File: src/rtl/adc_seq_pkg.sv
package adc_seq_pkg;

    localparam int unsigned PRS_W  = 5;
    localparam int unsigned SMP_W  = 2;
    localparam int unsigned PER_W  = 6;
    localparam int unsigned LEN_LO = 16;
    localparam int unsigned LEN_HI = 18;
    localparam logic [PRS_W-1:0] PRS_RESET = PRS_W'(1);

    typedef struct packed {
        logic             hires;
        logic [SMP_W-1:0] smp;
        logic [PRS_W-1:0] prs;
    } ctl_t;

    localparam int unsigned CTL_W = $bits(ctl_t);

    typedef enum logic [1:0] {
        FRZ_RUN   = 2'b00,
        FRZ_RSV   = 2'b01,
        FRZ_AFTER = 2'b10,
        FRZ_NOW   = 2'b11
    } frz_e;

    function automatic logic [PER_W-1:0] sample_periods(input logic [SMP_W-1:0] s);
        return PER_W'(2) << s;
    endfunction

    function automatic logic [PER_W-1:0] total_periods(input ctl_t c);
        return sample_periods(c.smp) + (c.hires ? PER_W'(LEN_HI) : PER_W'(LEN_LO));
    endfunction

    function automatic logic [PRS_W-1:0] eff_div(input logic [PRS_W-1:0] p);
        return (p == '0) ? PRS_W'(1) : p;
    endfunction

endpackage

File: src/rtl/adc_seq_ctlreg.sv
module adc_seq_ctlreg
    import adc_seq_pkg::*;
(
    input  logic             clk,
    input  logic             rst_n,
    input  logic             wr,
    input  logic [CTL_W-1:0] wdata,
    output ctl_t             ctl
);

    ctl_t ctl_d, ctl_q;

    always_comb begin
        ctl_d = ctl_q;
        if (wr) begin
            ctl_d = ctl_t'(wdata);
        end
    end

    always_ff @(posedge clk or negedge rst_n) begin
        if (!rst_n) begin
            ctl_q <= '{hires: 1'b0, smp: '0, prs: PRS_RESET};
        end else begin
            ctl_q <= ctl_d;
        end
    end

    assign ctl = ctl_q;

endmodule

File: src/rtl/adc_seq_prescaler.sv
module adc_seq_prescaler
    import adc_seq_pkg::*;
(
    input  logic             clk,
    input  logic             rst_n,
    input  logic             clear,
    input  logic             advance,
    input  logic [PRS_W-1:0] prs,
    output logic             conv_clk,
    output logic             period_end
);

    typedef struct packed {
        logic [PRS_W-1:0] cnt;
        logic             half;
    } pre_t;

    pre_t             pre_d, pre_q;
    logic [PRS_W-1:0] div;
    logic             tick;

    always_comb begin
        div   = eff_div(prs);
        tick  = advance && (pre_q.cnt >= div);
        pre_d = pre_q;
        if (clear) begin
            pre_d = '0;
        end else if (tick) begin
            pre_d.cnt  = '0;
            pre_d.half = ~pre_q.half;
        end else if (advance) begin
            pre_d.cnt = pre_q.cnt + PRS_W'(1);
        end
    end

    always_ff @(posedge clk or negedge rst_n) begin
        if (!rst_n) begin
            pre_q <= '0;
        end else begin
            pre_q <= pre_d;
        end
    end

    assign conv_clk   = pre_q.half;
    assign period_end = tick && pre_q.half;

    AST_PRESCALE_BOUND: assert property (@(posedge clk) disable iff (!rst_n)
        pre_q.cnt <= div);

    AST_PERIOD_ENDS_LOW: assert property (@(posedge clk) disable iff (!rst_n)
        period_end |=> !conv_clk);

endmodule

File: src/rtl/adc_seq_phase.sv
module adc_seq_phase
    import adc_seq_pkg::*;
(
    input  logic clk,
    input  logic rst_n,
    input  logic start,
    input  logic abort,
    input  logic period_end,
    input  ctl_t ctl,
    output logic busy,
    output logic sampling,
    output logic done
);

    typedef struct packed {
        logic             busy;
        logic [PER_W-1:0] per;
        logic             done;
    } ph_t;

    ph_t              ph_d, ph_q;
    logic [PER_W-1:0] last_per;
    logic [PER_W-1:0] samp_per;

    always_comb begin
        last_per  = total_periods(ctl) - PER_W'(1);
        samp_per  = sample_periods(ctl.smp);
        ph_d      = ph_q;
        ph_d.done = 1'b0;
        if (start) begin
            ph_d.busy = 1'b1;
            ph_d.per  = '0;
        end else if (abort) begin
            ph_d.busy = 1'b0;
            ph_d.per  = '0;
        end else if (ph_q.busy && period_end) begin
            if (ph_q.per == last_per) begin
                ph_d.busy = 1'b0;
                ph_d.per  = '0;
                ph_d.done = 1'b1;
            end else begin
                ph_d.per = ph_q.per + PER_W'(1);
            end
        end
    end

    always_ff @(posedge clk or negedge rst_n) begin
        if (!rst_n) begin
            ph_q <= '0;
        end else begin
            ph_q <= ph_d;
        end
    end

    assign busy     = ph_q.busy;
    assign done     = ph_q.done;
    assign sampling = ph_q.busy && (ph_q.per < samp_per);

    AST_DONE_ONE_CYCLE: assert property (@(posedge clk) disable iff (!rst_n)
        ph_q.done |=> !ph_q.done);

    AST_DONE_AT_FALL: assert property (@(posedge clk) disable iff (!rst_n)
        ph_q.done |-> (!ph_q.busy && $past(ph_q.busy)));

    AST_PER_IN_RANGE: assert property (@(posedge clk) disable iff (!rst_n)
        ph_q.busy |-> (ph_q.per <= last_per));

endmodule

File: src/rtl/adc_seq_timer.sv
module adc_seq_timer
    import adc_seq_pkg::*;
(
    input  logic             clk,
    input  logic             rst_n,
    input  logic             ctl_wr,
    input  logic [CTL_W-1:0] ctl_wdata,
    input  logic             start_wr,
    input  logic             dbg_active,
    input  logic [1:0]       frz_sel,
    output logic             conv_clk,
    output logic             sampling,
    output logic             busy,
    output logic             done
);

    typedef struct packed {
        logic moving;
    } top_t;

    top_t top_d, top_q;
    ctl_t ctl;
    frz_e pol;
    logic stall;
    logic advance;
    logic abort;
    logic clear;
    logic period_end;

    adc_seq_ctlreg u_ctl (
        .clk   (clk),
        .rst_n (rst_n),
        .wr    (ctl_wr),
        .wdata (ctl_wdata),
        .ctl   (ctl)
    );

    always_comb begin
        pol     = frz_e'(frz_sel);
        stall   = busy && dbg_active &&
                  ((pol == FRZ_NOW) || ((pol == FRZ_AFTER) && !top_q.moving));
        advance = busy && !stall;
        abort   = ctl_wr && !start_wr;
        clear   = ctl_wr || start_wr;
        top_d   = top_q;
        if (start_wr) begin
            top_d.moving = 1'b0;
        end else if (advance) begin
            top_d.moving = 1'b1;
        end
    end

    always_ff @(posedge clk or negedge rst_n) begin
        if (!rst_n) begin
            top_q <= '0;
        end else begin
            top_q <= top_d;
        end
    end

    adc_seq_prescaler u_pre (
        .clk        (clk),
        .rst_n      (rst_n),
        .clear      (clear),
        .advance    (advance),
        .prs        (ctl.prs),
        .conv_clk   (conv_clk),
        .period_end (period_end)
    );

    adc_seq_phase u_ph (
        .clk        (clk),
        .rst_n      (rst_n),
        .start      (start_wr),
        .abort      (abort),
        .period_end (period_end),
        .ctl        (ctl),
        .busy       (busy),
        .sampling   (sampling),
        .done       (done)
    );

    AST_FREEZE_STILL: assert property (@(posedge clk) disable iff (!rst_n)
        (stall && !start_wr && !ctl_wr) |=> ($stable(conv_clk) && busy && !done));

    AST_ABORT_QUIET: assert property (@(posedge clk) disable iff (!rst_n)
        (ctl_wr && !start_wr) |=> (!busy && !done));

    AST_IDLE_LOW: assert property (@(posedge clk) disable iff (!rst_n)
        !busy |-> !conv_clk);

    AST_START_BUSY: assert property (@(posedge clk) disable iff (!rst_n)
        start_wr |=> (busy && !done));

endmodule

File: config.mk
export PLATFORM = sky130hd
export DESIGN_NAME = adc_seq_timer
export DESIGN_NICKNAME = d
export VERILOG_FILES = /design/src/rtl/adc_seq_pkg.sv /design/src/rtl/adc_seq_ctlreg.sv /design/src/rtl/adc_seq_prescaler.sv /design/src/rtl/adc_seq_phase.sv /design/src/rtl/adc_seq_timer.sv
export SDC_FILE = /design/constraint.sdc
export NUM_CORES = 1
export LEC_CHECK = 0
export ABC_AREA = 1
export BUFFER_PORTS_ARGS = -buffer_cell sky130_fd_sc_hd__buf_2
export CAP_MARGIN = 10
export CORE_AREA = 2 2 57 59
export CTS_CLUSTER_DIAMETER = 100
export DETAILED_ROUTE_END_ITERATION = 7
export DIE_AREA = 0 0 59 61
export PLACE_DENSITY = 0.69
export SYNTH_ARGS = -nofsm -noshare
export SYNTH_HDL_FRONTEND = slang
export SYNTH_SLANG_ARGS = --single-unit
File: constraint.sdc
create_clock -name clk -period 2.8 [get_ports clk]
set_input_delay 0.28 -clock clk [delete_from_list [all_inputs] [get_ports clk]]
set_output_delay 0.28 -clock clk [all_outputs]
set_load 0.005 [all_outputs]
==> summary by stage <==
Status
The flow ran to the end, and the final reports show no timing, DRC or antenna violations.

Yosys
The post-synth design cell area is 1563 um^2. Synthesis inferred 23 register bits. Counting flops with an async set or reset pin after synthesis yields a share of 100.0%. The number of synthesis warnings is 0.

The synthesized net count is around 240. Of the synthesized area, sequential elements account for 36.91%. The number of enable flip-flop cells after synthesis is 0. In the synthesized netlist, the number of instances is 201. Among all flip-flop cells after synthesis, the most frequent one is sky130_fd_sc_hd__dfrtp_1. In this run the mean area of a mapped cell was 7.775 um^2. The synthesized netlist contains 24 unique library cells.

Clock network
The number of clock sinks is 23. The total number of H-tree levels is 1. In this run, CTS created clock tree buffers numbering 3.

Gates resized during post-CTS repair numbered 0. The clock tree from TritonCTS is yes. For the worst-skew pair, the clock arrives at the later sink with an insertion delay of 0.32 ns. Clock tree synthesis selected as its root buffer the cell sky130_fd_sc_hd__clkbuf_4. The buffer levels on the longest clock path is 2. The CTS clock-pin slew for the worst setup and hold paths is approximately 0.13 ns.

Pwr
Power spread over the standard cell area amounts to 380.5 nW/um^2. The leakage power summed over all cells is 0.9839 nW. The worst-case vdd ir drop is 0.3442 mV.

Layout
Relative to the synthesized area, the layout overhead comes to 10.25%. The sequential standard cell area is 576.8 um^2. Leaving out filler cells and counting taps, the final layout contains approximately 260. Counting the fill cells in the layout gives 295. The fraction of final layout cells with drive strength greater than 1 is 14.41%.

The net count reported at finish is 257. The antenna diode instance count is 0. The multi-input logic area is about 830 um^2. The final design area excluding fillers is 1723 um^2.

Detailed routing
The via-per-instance ratio is 4.996. The routed wirelength normalized by instance count is 11.18 um. The count of nets left with antenna violations once routing finished came out at 0. The number of iterations in the first detailed-routing pass is 4. After detailed routing, the number of remaining DRC violations is 0. The DRC marker count from the first detailed-route iteration is 46. The routed layout has roughly 1300 vias. After detailed routing, the total wire length is 2851 um.

Timing
The hold violation count in the final report is 0. The number of max-slew violations in the final report is 0. The routed design could run at a clock period as short as 2.434 ns.

The total negative slack for setup checks is 0 ns. In this run the tightest slew margin relative to its limit is between 60% and 70%. Setup repair after global routing left no endpoint under its margin. On the final layout, the worst clock skew is 0.01008 ns. The transition time at the pin with the least slew margin is 0.5102 ns. After layout, the worst path uses between 80% and 90% of the clock period. The highest clock frequency the design can meet is 410.9 MHz.

Setup violations remaining at the end of the flow were counted as 0.

Placed design
The instance area after placement is 1685 um^2. In this run the tool buffered the top-level ports with 18 buffer cells. The post-DP HPWL is about 2300 um.

The placer's final routability congestion estimate is 0.8527. The number of placed instances, taps included is 250.

Critical path
The longest individual stage delay on the worst path is 0.50 ns. Tracing the worst setup path back leads to its startpoint at u_ctl.ctl[5]. By startpoint and endpoint, the worst setup path is classified as flop to flop.

The largest fanout of any net on the critical path is 5. Traced cell by cell, the critical path runs through inv_1 > ha_1 > inv_1 > ha_1 > inv_1 > ha_1 > fa_1 > nand2_1 > nand2_1 > nand2_1 > nor2_1 > nand2_1 > nor2_1 > nand2_1 > nand2_1 > nand2_1. Data on the critical path arrives at its endpoint at between 2 and 3 ns. In this design, the critical path's most frequently occurring cell is sky130_fd_sc_hd__nand2_1. The critical register-to-register path startpoint is u_ctl.ctl[5]. The critical path buffer and inverter count is 3.

STA classifies the critical path endpoint as a flop. The gate family responsible for the most delay along the worst path is adder cells. At the worst endpoint, the required time is around 3.0 ns. The slowest stage of the critical path belongs to the cell sky130_fd_sc_hd__fa_1. The type of origin of the critical path is a flop.

Global routing
The via count of the first global-routing pass is 1234. The pin count of the biggest net entering global routing is 24. The number of antenna violations at the first check in global routing is 0.

Summed over all layers, the global routing overflow is 0. The global-route wire length before repair is just under 5000 um. The total routing resource utilization after global routing is 18.58%.

Die
The die covers 3599 um^2. The site row count is 20. The starting density of the core is between 50 and 60%. The number of primary I/O pins is 19.

The height of the chip is 61 um. In this run the standard cell core region covers 2953 um^2. The die is a little under 60 um wide.

Run
The max-capacitance violation count is 0.

Worst hold path
The path class of the tightest hold or removal check is input pin to flop. The startpoint identified for the worst hold timing path is start_wr.
## metal layers
metal / global-route usage [%] / vias up / routed length, um
met3: 3.198 / 5 / 54
li1: - / 664 / -
met5: 0 / - / 0
met1: 20.64 / 594 / 1273
met4: 9.091 / 0 / 50
met2: 34.29 / 11 / 1473
## state kept, by name, summed over array words and instances (netlist names)
signal,count
u_ctl.ctl,8
u_ph.ph_q,6
u_pre.pre_q,5
top_q,1
u_ph.busy,1
u_ph.done,1
u_pre.conv_clk,1
## worst paths after layout
check                               end  slack, ns  cells past startpoint
max in group asynchronous  u_ctl.ctl[0]       1.99                      2
setup reg to reg              u_ph.busy       0.37                     16
setup / recovery              u_ph.busy       0.37                     16
min in group asynchronous  u_ph.ph_q[3]       0.45                      2
hold / removal                    top_q       0.16                      2
hold reg to reg            u_ctl.ctl[0]       0.51                      2
## area by class of cell
class	instances	area share [%]
clock buffers	3	1.307
clock inverters	1	0.2905
inverters	39	8.497
multi-input cells	137	48.22
flip-flops and latches	23	33.48
well taps	33	2.397
repair buffers	19	5.810
## power breakdown
group	total, W	switching (W)	internal, W
clock	0.000156	0.000102	0.0000536
combinational	0.000142	0.0000868	0.0000552
sequential	0.000358	0.0000107	0.000347
## per-stage QoR
stage          setup slack, ns  hold slack [ns]  total power (W)  utilization [%]
3_5_place_dp            0.3690           0.2844        0.0005071            57.08
4_1_cts                 0.3599           0.1493        0.0006678            58.35
5_1_grt                 0.1223           0.1416        0.0007065            58.35
3_3_place_gp            0.4445           0.2897        0.0004993            57.08
2_1_floorplan           0.5833         -0.01559        0.0004611                -
6_report                0.3664           0.1607        0.0006555            58.35
## what timing repair did
action                    4_1_cts  5_1_grt
hold endpoints to repair       22        0
hold buffers                    1        0
setup buffers                   0        0
## cells by family after synthesis
logic type               Yosys count  synth area share, %
adder cells (fa/ha/maj)           19                15.69
XOR/XNOR                           8                4.484
buffers and inverters             41                9.927
flip-flops                        23                36.91
AND/OR/NAND/NOR                   91                26.66
AO/OA/AOI/OAI                     19                6.325
## layout by cell type, fill, tap and decap left out, types with 3 or more instances in the layout
cell                       instances
sky130_fd_sc_hd__nand2_2           3
sky130_fd_sc_hd__nand2_1          54
sky130_fd_sc_hd__xor2_1            7
sky130_fd_sc_hd__buf_2            18
sky130_fd_sc_hd__nand3_1          14
sky130_fd_sc_hd__inv_1            38
sky130_fd_sc_hd__dfrtp_1          22
sky130_fd_sc_hd__nor2_1           12
sky130_fd_sc_hd__clkbuf_4          3
sky130_fd_sc_hd__a21oi_1           6
sky130_fd_sc_hd__ha_1             18
sky130_fd_sc_hd__o21ai_0          12
## worst register-to-register path, stage by stage (launching register included)
cell	delay, ns
sky130_fd_sc_hd__dfrtp_1	0.46
sky130_fd_sc_hd__inv_1	0.11
sky130_fd_sc_hd__ha_1	0.22
sky130_fd_sc_hd__inv_1	0.07
sky130_fd_sc_hd__ha_1	0.13
sky130_fd_sc_hd__inv_1	0.04
sky130_fd_sc_hd__ha_1	0.20
sky130_fd_sc_hd__fa_1	0.50
sky130_fd_sc_hd__nand2_1	0.05
sky130_fd_sc_hd__nand2_1	0.07
sky130_fd_sc_hd__nand2_1	0.04
sky130_fd_sc_hd__nor2_1	0.08
sky130_fd_sc_hd__nand2_1	0.07
sky130_fd_sc_hd__nor2_1	0.12
sky130_fd_sc_hd__nand2_1	0.08
sky130_fd_sc_hd__nand2_1	0.06
sky130_fd_sc_hd__nand2_1	0.04
## Yosys cell counts (2+ instances only)
cell type / count / share of area (%)
sky130_fd_sc_hd__dfrtp_1: 22 / 35
sky130_fd_sc_hd__a21oi_1: 6 / 1.9
sky130_fd_sc_hd__inv_1: 38 / 9.1
sky130_fd_sc_hd__o21ai_0: 12 / 3.8
sky130_fd_sc_hd__nand2_2: 3 / 1.2
sky130_fd_sc_hd__nand2_1: 54 / 13
sky130_fd_sc_hd__xor2_1: 7 / 3.9
sky130_fd_sc_hd__nor2_4: 2 / 1.4
sky130_fd_sc_hd__nor2_1: 12 / 2.9
sky130_fd_sc_hd__ha_1: 18 / 14
sky130_fd_sc_hd__nand3_1: 14 / 4.5
Power figures use the tool's default switching activity.
